## src/rtl/coef_loader_pkg.sv

```systemverilog
package coef_loader_pkg;
  typedef struct packed {
    logic shiftEn;
    logic writeEn;
  } loadStrobe_t;
endpackage

```

## src/rtl/coef_loader_ctrl.sv

```systemverilog
module coef_loader_ctrl
  import coef_loader_pkg::*;
#(
  parameter int FRAME_W = 64
) (
  input  logic        sclk,
  input  logic        rstN,
  input  logic        serEnN,
  output loadStrobe_t stb
);
  localparam int CNT_W = $clog2(FRAME_W);
  localparam logic [CNT_W-1:0] LAST = CNT_W'(FRAME_W - 1);

  logic             sawHigh;
  logic             armed;
  logic [CNT_W-1:0] bitCnt;
  logic             active;

  assign active      = !serEnN && (armed || sawHigh);
  assign stb.shiftEn = active;
  assign stb.writeEn = active && (bitCnt == LAST);

  always_ff @(posedge sclk or negedge rstN) begin
    if (!rstN) begin
      sawHigh <= 1'b0;
      armed   <= 1'b0;
      bitCnt  <= '0;
    end else if (serEnN) begin
      sawHigh <= 1'b1;
      armed   <= 1'b0;
      bitCnt  <= '0;
    end else if (active) begin
      sawHigh <= 1'b0;
      armed   <= 1'b1;
      bitCnt  <= (bitCnt == LAST) ? '0 : bitCnt + 1'b1;
    end
  end
endmodule

```

## src/rtl/coef_loader_dp.sv

```systemverilog
module coef_loader_dp
  import coef_loader_pkg::*;
#(
  parameter int ADDR_W   = 5,
  parameter int COEF_W   = 12,
  parameter int WORD_W   = 16,
  parameter int NUM_COEF = 4
) (
  input  logic                       sclk,
  input  logic                       rstN,
  input  logic                       serData,
  input  loadStrobe_t                stb,
  input  logic [ADDR_W-1:0]          rdRow,
  output logic [NUM_COEF*COEF_W-1:0] rdCoef
);
  localparam int FRAME_W = NUM_COEF * WORD_W;
  localparam int HDR_W   = WORD_W - COEF_W;
  localparam int ROWS    = 1 << ADDR_W;
  localparam int ROW_W   = NUM_COEF * COEF_W;

  logic [FRAME_W-2:0] shiftReg;
  logic [ROW_W-1:0]   wrData;
  logic [ADDR_W-1:0]  wrRow;
  logic [ROW_W-1:0]   mem [ROWS];

  always_ff @(posedge sclk or negedge rstN) begin
    if (!rstN) shiftReg <= '0;
    else if (stb.shiftEn) shiftReg <= {shiftReg[FRAME_W-3:0], serData};
  end

  // frame bit p is shiftReg[p-1] for p >= 1 and serData for p == 0
  for (genvar k = 0; k < NUM_COEF; k++) begin : gWord
    localparam int TOP = FRAME_W - 1 - k * WORD_W - HDR_W;
    localparam int SLOT = NUM_COEF - 1 - k;
    if (TOP - COEF_W + 1 == 0) begin : gLast
      assign wrData[SLOT*COEF_W +: COEF_W] = {shiftReg[COEF_W-2:0], serData};
    end else begin : gMid
      assign wrData[SLOT*COEF_W +: COEF_W] = shiftReg[TOP-1 -: COEF_W];
    end
  end

  for (genvar j = 0; j < ADDR_W; j++) begin : gRow
    localparam int POS = FRAME_W - 1 - (j / HDR_W) * WORD_W - (j % HDR_W);
    assign wrRow[ADDR_W-1-j] = shiftReg[POS-1];
  end

  always_ff @(posedge sclk or negedge rstN) begin
    if (!rstN) begin
      for (int r = 0; r < ROWS; r++) mem[r] <= '0;
    end else if (stb.writeEn) begin
      mem[wrRow] <= wrData;
    end
  end

  assign rdCoef = mem[rdRow];
endmodule

```

## src/rtl/coef_loader.sv

```systemverilog
module coef_loader
  import coef_loader_pkg::*;
#(
  parameter int ADDR_W   = 5,
  parameter int COEF_W   = 12,
  parameter int WORD_W   = 16,
  parameter int NUM_COEF = 4
) (
  input  logic                       sclk,
  input  logic                       rstN,
  input  logic                       serEnN,
  input  logic                       serData,
  input  logic [ADDR_W-1:0]          rdRow,
  output logic [NUM_COEF*COEF_W-1:0] rdCoef
);
  localparam int FRAME_W = NUM_COEF * WORD_W;

  loadStrobe_t stb;

  coef_loader_ctrl #(.FRAME_W(FRAME_W)) uCtrl (
    .sclk(sclk), .rstN(rstN), .serEnN(serEnN), .stb(stb)
  );

  coef_loader_dp #(
    .ADDR_W(ADDR_W), .COEF_W(COEF_W), .WORD_W(WORD_W), .NUM_COEF(NUM_COEF)
  ) uDp (
    .sclk(sclk), .rstN(rstN), .serData(serData), .stb(stb),
    .rdRow(rdRow), .rdCoef(rdCoef)
  );
endmodule

```

## config.mk

```make
export PLATFORM = sky130hd
export DESIGN_NAME = coef_loader
export DESIGN_NICKNAME = d
export VERILOG_FILES = /design/src/rtl/coef_loader_pkg.sv /design/src/rtl/coef_loader_ctrl.sv /design/src/rtl/coef_loader_dp.sv /design/src/rtl/coef_loader.sv
export SDC_FILE = /design/constraint.sdc
export NUM_CORES = 2
export LEC_CHECK = 0
export BUFFER_PORTS_ARGS = -buffer_cell sky130_fd_sc_hd__buf_2
export CAP_MARGIN = 20
export CORE_UTILIZATION = 45
export DETAILED_ROUTE_END_ITERATION = 8
export SYNTH_ARGS = -nofsm -noshare
export SYNTH_HDL_FRONTEND = slang
export SYNTH_SLANG_ARGS = --single-unit
```

## constraint.sdc

```tcl
create_clock -name sclk -period 3.85 [get_ports sclk]
set_input_delay 0.1925 -clock sclk [delete_from_list [all_inputs] [get_ports sclk]]
set_output_delay 0.1925 -clock sclk [all_outputs]
set_load 0.01 [all_outputs]
```

==> summary.md <==
| Metric | Value |
|---|---|
| Source-to-sink clock delay at the later pin of the worst-skew pair | 0.80 ns |
| Boundary pin count | 57 |
| Post-Syn Area | 73310 um^2 |
| Clock Tree Root | sky130_fd_sc_hd__clkbuf_16 |
| Floorplan die area | 164500 um^2 |
| Pin count of the biggest net entering global routing | 171 |
| Number of nets with antenna violations after routing | 0 |
| First drt pass iteration count | 5 |
| Crit path largest cell delay | 0.73 ns |
| Cell with the largest stage delay on the worst path | sky130_fd_sc_hd__nor2_4 |
| Synth Flop Type | sky130_fd_sc_hd__dfrtp_1 |
| Most common library cell in the layout ignoring fill and taps | sky130_fd_sc_hd__dfrtp_1 |
| WL/cell | 25.75 um |
| Share of synthesized flip-flops with an asynchronous set or reset | 100.0% |
| Count of maximum capacitance violations | 0 |
| First-pass GRT wire length | 300.5 mm |
| Startpoint class of the critical path | flip-flop |
| Seq/Total Area, Yosys | 54.85% |
| Highest fanout seen on the critical path | 16 |
| Resized cells post-CTS | 0 |
| H-Tree Depth | 4 |
| Measured slew at the worst slew-check pin | 1.134 ns |
| Worst Hold Margin | 0.1547 ns |
| Finish-stage setup viols | 0 |
| Mapped Nets | 5479 |
| Hold violation count in the final report | 0 |
| All-Layer GR Usage | 24.28% |
| CTS sink cnt | 1607 |
| Final total power | 35.32 mW |
| Outcome | finished clean |
| Syn_area_per_cell | 13.40 um^2 |
| Clock tree from TritonCTS | done |
| DP HPWL | 106.9 mm |
| Most frequent cells in the layout | sky130_fd_sc_hd__dfrtp_1, sky130_fd_sc_hd__mux2_2, sky130_fd_sc_hd__mux2i_1 |
| Worst ir drop on vdd | 0.4521 mV |
| Horizontal die dimension | 405.6 um |
| Number of global-route vias before repair | 46188 |
| Vias after detailed routing | 44296 |
| Share of the clock period used by the worst path | 79.26% |
| Initial cell density of the core | 45.50% |
| RSZ-0062 raised after global routing | false |
| Number of antenna violations at the first check in global routing | 3 |
| Max transition margin | 24.41% |
| Slew Limit Fails | 0 |
| Number of distinct library cells after synthesis | 42 |
| Number of rows created at floorplan | 147 |
| Number of design rule violations left after detail routing | 0 |
| Post-CTS clock slew at the launch and capture registers of the worst setup and hold paths | 0.06 ns |
| Number of warnings reported in the yosys synthesis log | 0 |
| Gate count after technology mapping | 5469 |
| Grt ovf | 0 |
| CORE AREA | 161100 um^2 |
| Routed Wire Length | 197.0 mm |
| CP Capture Type | flip-flop |
| Final standard cell count with taps included and fillers excluded | 7651 |
| Ordered list of cells on the worst path | ha_1 -> nand4_4 -> or3_1 -> nor2_4 -> buf_12 -> mux2_2 |
| Maximum clock frequency | 0.3277 GHz |
| Initial DRC count | 3217 |
| Total negative slack | 0 ns |
| Net count, final | 5361 |
| Minimum clock period after layout | 3.051 ns |
| Flops & latches, synth | 1607 |
| Pre-CTS worst setup slack | 0.8298 ns |
| Die Height | 405.6 um |
| Data arrival time at the worst-slack endpoint | 3.72 ns |
| Final Skew | 0.02767 ns |
| Maximum buffer depth of the clock tree | 3 |
| Routability cong. | 0.7370 |
| Share of layout cells above drive strength 1 | 37.29% |
| Power density relative to cell area | 431.5 nW/um^2 |
| Layout-stage area growth over the synthesis result | 11.66% |
| Clock buffers created by TritonCTS | 171 |
| Worst setup path category | flip-flop to flip-flop |
| Vias per Instance | 5.790 |
| Count of port buffers added during placement | 56 |
| Number of flops mapped to enable cells by yosys | 0 |
| Worst min-delay path class | primary input to asynchronous set/reset pin |
| Least setup slack across all paths after layout | 0.7985 ns |
| Data required time of the critical path | 4.52 ns |
| LEAKAGE | 41.18 nW |
| Number of placed instances with taps included | 7325 |
## final cells by class
type,count,area [um^2]
fill,14033,79260
inverter,2,8.758
tap,2160,2703
sequential,1607,40210
multi-input combinational,3346,30900
antenna,2,5.005
clock buffer,270,5132
clock inverter,41,372.9
timing repair buffer,223,2522
## cells in the mapped netlist, types with 3 or more instances
library cell	number	area (um^2)
sky130_fd_sc_hd__buf_6	21	236.5
sky130_fd_sc_hd__mux2_1	11	123.9
sky130_fd_sc_hd__nor3_1	50	250.2
sky130_fd_sc_hd__clkbuf_1	278	1044
sky130_fd_sc_hd__buf_4	38	285.3
sky130_fd_sc_hd__nand2_1	339	1272
sky130_fd_sc_hd__nand2b_1	3	18.77
sky130_fd_sc_hd__a21oi_1	149	745.7
sky130_fd_sc_hd__mux2_2	1525	17170
sky130_fd_sc_hd__nand3b_1	4	30.03
sky130_fd_sc_hd__buf_1	32	120.1
sky130_fd_sc_hd__buf_2	145	725.7
sky130_fd_sc_hd__a31oi_1	48	300.3
sky130_fd_sc_hd__mux2i_1	768	7687
sky130_fd_sc_hd__o21ai_0	4	20.02
sky130_fd_sc_hd__a22oi_1	144	1081
sky130_fd_sc_hd__dfrtp_1	1607	40210
sky130_fd_sc_hd__nand3_1	149	745.7
sky130_fd_sc_hd__nor2_1	25	93.84
sky130_fd_sc_hd__nor2_4	6	67.56
sky130_fd_sc_hd__a22o_1	96	840.8
## where the power goes
group / internal [mW] / leakage (nW) / switching [mW]
Sequential: 16.9 / 22.4 / 0.295
Combinational: 0.593 / 16.0 / 1.32
Clock: 9.29 / 2.72 / 6.88
Total: 26.8 / 41.2 / 8.50
## per-layer routing
| metal | vias up | track usage (%) | wire (um) |
|---|---|---|---|
| met1 | 23788 | 35.54 | 93810 |
| met2 | 833 | 37.19 | 89120 |
| met4 | 4 | 6.819 | 5019 |
| met3 | 274 | 3.860 | 9059 |
| li1 | 19397 | - | - |
| met5 | - | 0 | 28 |
## cell families after synthesis
| kind of cell | Yosys count | synth area share, % |
|---|---|---|
| compound gates | 443 | 4.113 |
| simple gates | 596 | 3.613 |
| buf+inv | 516 | 3.299 |
| xor+xnor | 2 | 0.02390 |
| flops | 1607 | 54.85 |
| fa+ha+maj | 1 | 0.01706 |
| mux | 2304 | 34.08 |
## per-stage QoR
stage          util, %  instance area (um^2)
2_1_floorplan        -                 73310
3_3_place_gp     47.14                 75940
3_5_place_dp     47.20                 76050
4_1_cts          50.66                 81620
5_1_grt          50.80                 81850
6_report         50.81                 81860
## registers in the layout (all words and copies together), names as in the netlist
name and count:
uCtrl.bitCnt 6, uCtrl.armed 1, uDp.shiftReg 63, uCtrl.sawHigh 1, uDp.mem 1536
## worst paths after layout
path / startpoint / end / slack (ns) / depth (start not counted)
worst max-delay path: uCtrl.bitCnt[0]$_DFFE_PN0P_ / uDp.mem[1035]$_DFFE_PN0P_ / 0.80 / 6
worst min-delay path: rstN / uDp.mem[40]$_DFFE_PN0P_ / 0.15 / 3
worst max register to register: uCtrl.bitCnt[0]$_DFFE_PN0P_ / uDp.mem[1035]$_DFFE_PN0P_ / 0.80 / 6
worst min register to register: uDp.shiftReg[14]$_DFFE_PN0P_ / uDp.shiftReg[15]$_DFFE_PN0P_ / 0.46 / 2
max in group asynchronous: rstN / uDp.mem[115]$_DFFE_PN0P_ / 2.66 / 3
min in group sclk: serEnN / uCtrl.sawHigh$_DFFE_PN0P_ / 0.24 / 2
## worst max-delay path, delay by kind of cell (launching register included)
family	cells	cell delay (ns)
AND/OR/NAND/NOR	3	1.61
flip-flops	1	0.39
adder cells (fa/ha/maj)	1	0.28
multiplexers	1	0.36
buffers and inverters	1	0.28
## repair_timing
item / CTS / global route
hold endpoints to repair: 875 / 0
endpoints found under the setup margin: 0 / 0
buffers inserted: 0 / 0
hold buffers: 4 / 0
(Power assumes the default switching activity.)
